`config.mk`:
```
export PLATFORM = sky130hd
export DESIGN_NAME = ref8k_select
export DESIGN_NICKNAME = d
export VERILOG_FILES = /design/src/rtl/ref8k_select.sv
export SDC_FILE = /design/constraint.sdc
export NUM_CORES = 1
export LEC_CHECK = 0
export BUFFER_PORTS_ARGS = -buffer_cell sky130_fd_sc_hd__buf_2
export CAP_MARGIN = 20
export CORE_MARGIN = 2
export CORE_UTILIZATION = 55
export DETAILED_ROUTE_END_ITERATION = 12
export PLACE_DENSITY = 0.8
export SLEW_MARGIN = 20
export SYNTH_ARGS = -nofsm -noshare
export SYNTH_HDL_FRONTEND = slang
export SYNTH_SLANG_ARGS = --single-unit
```
`constraint.sdc`:
```
create_clock -name clk -period 3.4 [get_ports clk]
set_clock_uncertainty 0.15 [all_clocks]
set_input_delay 0.34 -clock clk [delete_from_list [all_inputs] [get_ports clk]]
set_output_delay 0.34 -clock clk [all_outputs]
set_load 0.1 [all_outputs]
```
`src/rtl/ref8k_select.sv`:
```
`timescale 1ns/1ps
module ref8k_select #(
  parameter int MAX_RATIO = 16384,
  parameter int TOW       = 16
) (
  input  logic                          clk,
  input  logic                          rst_n,
  input  logic                          fsync_in,
  input  logic                          ext8k_in,
  input  logic                          sec8k_in,
  input  logic                          hsclk_a,
  input  logic                          hsclk_b,
  input  logic [1:0]                    ref_sel,
  input  logic                          src_sel,
  input  logic [$clog2(MAX_RATIO):0]    div_ratio,
  input  logic [1:0]                    post_sel,
  input  logic [TOW-1:0]                timeout,
  output logic                          ref8k_out,
  output logic                          freerun
);
  localparam int CW = $clog2(MAX_RATIO);
  localparam int RW = CW + 1;
  localparam int NI = 5;

  logic [NI-1:0] m1, m2, m3;
  wire  [NI-1:0] rise = m2 & ~m3;
  wire  hs_rise = src_sel ? rise[4] : rise[3];

  logic sq_ext, sq_sec, div_q, out_q;
  logic [CW-1:0]  cnt1;
  logic [2:0]     cnt2;
  logic [TOW-1:0] wd;
  logic [RW+4:0]  cfg_q;
  logic [RW-1:0]  n_eff;

  wire [RW+4:0] cfg = {src_sel, div_ratio, post_sel, ref_sel};
  wire          cfg_chg = (cfg != cfg_q);
  wire [2:0]    p_m1 = 3'((4'd1 << post_sel) - 4'd1);
  wire          ref_rise = ref8k_out & ~out_q;

  always_comb begin
    if (div_ratio < RW'(2))              n_eff = RW'(2);
    else if (div_ratio > RW'(MAX_RATIO)) n_eff = RW'(MAX_RATIO);
    else                                 n_eff = div_ratio;
  end

  always_ff @(posedge clk or negedge rst_n) begin
    if (!rst_n) begin
      m1 <= '0; m2 <= '0; m3 <= '0;
      sq_ext <= 1'b0; sq_sec <= 1'b0;
    end else begin
      m1 <= {hsclk_b, hsclk_a, sec8k_in, ext8k_in, fsync_in};
      m2 <= m1;
      m3 <= m2;
      if (rise[1]) sq_ext <= ~sq_ext;
      if (rise[2]) sq_sec <= ~sq_sec;
    end
  end

  always_ff @(posedge clk or negedge rst_n) begin
    if (!rst_n) begin
      cnt1 <= '0; cnt2 <= '0; div_q <= 1'b0; cfg_q <= '0;
    end else begin
      cfg_q <= cfg;
      div_q <= 1'b0;
      if (cfg_chg) begin
        cnt1 <= '0;
        cnt2 <= '0;
      end else if (hs_rise) begin
        if ({1'b0, cnt1} == n_eff - RW'(1)) begin
          cnt1 <= '0;
          if (cnt2 == p_m1) begin
            cnt2  <= '0;
            div_q <= 1'b1;
          end else cnt2 <= cnt2 + 3'd1;
        end else cnt1 <= cnt1 + CW'(1);
      end
    end
  end

  always_ff @(posedge clk or negedge rst_n) begin
    if (!rst_n) begin
      ref8k_out <= 1'b0; out_q <= 1'b0; wd <= '0; freerun <= 1'b0;
    end else begin
      out_q <= ref8k_out;
      unique case (ref_sel)
        2'd0: ref8k_out <= m2[0];
        2'd1: ref8k_out <= sq_ext;
        2'd2: ref8k_out <= sq_sec;
        default: ref8k_out <= div_q;
      endcase
      if (ref_rise) begin
        wd <= '0;
        freerun <= 1'b0;
      end else if (wd == timeout) freerun <= 1'b1;
      else wd <= wd + TOW'(1);
    end
  end

  assert_sq_ext_hold_R3: assert property (@(posedge clk) disable iff (!rst_n)
    !rise[1] |=> $stable(sq_ext));
  assert_sq_sec_hold_R4: assert property (@(posedge clk) disable iff (!rst_n)
    !rise[2] |=> $stable(sq_sec));
  assert_div_single_R5: assert property (@(posedge clk) disable iff (!rst_n)
    div_q |=> !div_q);
  assert_cnt1_bound_R6: assert property (@(posedge clk) disable iff (!rst_n)
    (cfg == cfg_q) |-> ({1'b0, cnt1} < n_eff));
  assert_cnt2_bound_R7: assert property (@(posedge clk) disable iff (!rst_n)
    (cfg == cfg_q) |-> (cnt2 <= p_m1));
  assert_cfg_clear_R9: assert property (@(posedge clk) disable iff (!rst_n)
    cfg_chg |=> (cnt1 == '0 && cnt2 == '0 && !div_q));
  assert_edge_clears_R10: assert property (@(posedge clk) disable iff (!rst_n)
    ref_rise |=> !freerun);
  assert_fr_timeout_R10: assert property (@(posedge clk) disable iff (!rst_n)
    $rose(freerun) |-> $past(wd) == $past(timeout));
endmodule

```
==> qor.txt <==
Post-route DRC: 0
Number of buffers inserted during clock tree synthesis: 9
Fin crit share: 110%
CP max stage delay: 540 ps
Number of max-capacitance violations reported: 0
Critical Path Slowest Stage Cell: or4_4
Fraction of registers with async set/reset: 100%
Layout cells sized above 1: 24.8%
Initial cell density of the core: 55.8%
Post-synth top area cell: dfrtp_1
Routed length per instance: 16.1 um
Syn. warnings: 0
Arrival time of data at the critical path endpoint: 3870 ps
Post-synth EDFFs: 0
Routed vias/inst: 5.79
Required time at the worst-slack endpoint: 3520 ps
Total detailed-routing wirelength: 9.64 mm
Type of destination of the critical path: flop
Synthesized-area fraction occupied by adder cells: 1.26%
Main combinational cell family by area after synthesis: simple AND/OR/NAND/NOR gates
Final worst setup slack: -344 ps
Residual antenna-violating net count after detailed routing: 0
Post-route total power: 2050 uW
Share of the synthesized area in the top cell type: 45.8%
DPL Wire Length: 6.64 mm
Portion of the post-synthesis area used by sequential elements: 45.8%
Io pins: 45
Library cells used by synthesis: 56
Total of flip-flops plus latches after synthesis: 73
Buffer levels on the longest clock path: 2
Total power density per cell area: 412 nW/um^2
Xor and xnor area share after synthesis: 15.4%
Class of the tightest hold or removal check: in2reg
Largest net degree at the start of global routing: 53
Area fraction in and, or, nand and nor cells after synthesis: 21.3%
Startpoint Class: primary input
Setup repair after global routing missed its margin: true
CTS H-tree lvls: 3
Core Rows: 31
Slew Viols, Final: 0
Diodes inserted: 0
Area fraction in compound gates after synthesis: 11.3%
Most numerous cell in the Yosys netlist: dfrtp_1
Mean instance size in the synthesized netlist: 9.72 sq um
Maximum fanout along the worst path: 8
Core Area: 7140 sq um
Failing checks: setup timing
First drt pass iteration count: 5
Setup Viol. Count Final: 18
Highest clock rate: 267 MHz
Number of global-route vias before repair: 3333
Clock-pin transition on the worst setup and hold timing paths: 80 ps
Routed length on met2: 4.69 mm
Initial DRC Count: 244
Pleak: 0.00210 uW
Outcome: finished, violations left
Number of antenna violations at the first check in global routing: 0
Met3 routed WL: 579 um
Number of vias after detailed routing: 3471
X dimension of the die: 89.1 um
Wire length of the first global-routing pass: 15.8 mm
Slew at the pin closest to its max-slew limit: 694 ps
Area growth syn-to-layout: 24.5%
GR Overflow Total: 0
Die ar.: 7940 sq um
Die boundary height: 89.1 um
Global router's overall resource usage: 26.1%
Syn Nets: 457
# clock sinks: 73
Final layout net count: 543
Final cell utilization of the core: 69.5%
CP cell instances: buf_6 -> or4_4 -> or4_4 -> o311ai_4 -> ha_4 -> buf_4 -> nand3_1 -> buf_4 -> mux2i_1 -> nand3_1 -> nand4b_1 -> or4_4 -> or4_1 -> a21boi_1
Length of routed wiring on met1: 4.09 mm
Clock insertion delay at the later pin of the skew report: 340 ps
Hold violation total from the final report: 0
Cell with the most instances on the worst path: or4_4
Class of the most critical setup path: in2reg
Commonest cells post-synth: dfrtp_1 (73), nor2_1 (50), xnor2_1 (42), xor2_1 (28), nand2_1 (20)
IR drop worst, VDD: 0.245 mV
Final weighted congestion in routability-driven placement: 0.948
Dominant synthesized flop cell: dfrtp_1
Clock tree from TritonCTS: yes
Time the final worst path needs with I/O delays and setup: 3740 ps
Highest routed metal layer: met4
Cell area after synthesis: 3990 sq um
Cells after synthesis: 410
# port buffers: 44
Cells taking the most area after synthesis: dfrtp_1 (46%), xnor2_1 (9.2%), xor2_1 (6.2%)
Root buf cell: clkbuf_8
Worst hold slack: 21.2 ps
Relative max-transition margin: 53.7%
Mux share of post-synthesis cell area: 1.88%
[path summary, 6_finish.rpt]
check / startpoint / to / slack [ps] / cells after the start
max: div_ratio[7] / cnt2[0] / -340 / 14
min in group asynchronous: rst_n / wd[10] / 350 / 2
min: post_sel[0] / cfg_q[2] / 20 / 1
max in group asynchronous: rst_n / cnt1[8] / 1740 / 3
max reg2reg: cnt1[3] / cnt2[0] / 610 / 8
min reg2reg: m1[2] / m2[2] / 200 / 0
[flip-flops by register name, indices dropped and copies added, names as in the netlist]
| name | count |
|---|---|
| m2 | 5 |
| sq_sec | 1 |
| freerun | 1 |
| sq_ext | 1 |
| cnt1 | 14 |
| cfg_q | 20 |
| m1 | 5 |
| wd | 16 |
| ref8k_out | 1 |
| out_q | 1 |
| cnt2 | 3 |
| m3 | 4 |
| div_q | 1 |
[cell type report]
type | count | area, sq um
fill | 545 | 2170
multi-input combinational | 309 | 2150
sequential | 73 | 1830
timing repair buffer | 92 | 624
clock buffer | 12 | 145
tap | 99 | 124
clock inverter | 4 | 52.6
inverter | 11 | 41.3
[report_power, final]
part	switching (uW)	leakage (uW)	total, uW	internal, uW
sequential	54.3	0.000928	986	932
combinational	216	0.00107	381	165
clock	318	0.000101	680	361
total	588	0.00210	2050	1460
[cell usage in the layout, fill, tap and decap left out, drive strengths merged, types with 5 or more instances in the layout]
| cell | instances |
|---|---|
| buf | 83 |
| dfrtp | 73 |
| nor2 | 50 |
| xnor2 | 42 |
| xor2 | 28 |
| nand2 | 20 |
| o21ai | 19 |
| a21oi | 18 |
| nand4 | 14 |
| clkbuf | 12 |
| inv | 11 |
| nand3 | 11 |
| nor2b | 11 |
| or3 | 9 |
| dlygate4sd3 | 9 |
| or4 | 9 |
| nor4 | 8 |
| nand2b | 7 |
| and3 | 7 |
| nor3 | 5 |
| a21boi | 5 |
[critical path, delay by kind of cell]
family / cells / cell delay, ps
AOI/OAI and AO/OA: 2 / 420
adders and majority gates: 1 / 250
buffers and inverters: 3 / 390
muxes: 1 / 110
and+or+nand+nor: 7 / 2340
[what timing repair did]
item,CTS,global route
resized for setup,21,3
pin swaps,7,2
setup buffers,5,1
hold endpoints to repair,28,1
cloned,0,0
endpoints found under the setup margin,18,18
hold buffers,8,1
[cell families after synthesis]
family / Yosys count
DFF: 73
AOI/OAI and AO/OA: 69
buffers and inverters: 28
xor gates and xnor gates: 70
muxes: 6
adders and majority gates: 4
and+or+nand+nor: 160
[per-stage QoR]
stage,std cells,cell area (sq um),setup TNS [ps],setup WS (ps)
after floorplan,410,4040,-12320,-788
after global placement,569,4530,-13700,-826
after detailed placement,569,4530,-15380,-952
after CTS,598,4930,-3370,-269
after global routing,600,4960,-6110,-424
final,600,4960,-4390,-344
[per-layer routing]
layer	vias to the layer above	GRT usage, %
met5	-	0
met4	0	12.3
met3	28	4.80
met2	150	41.8
met1	1673	34.4
li1	1620	-
Note: power is estimated with default switching activity, not from simulation.
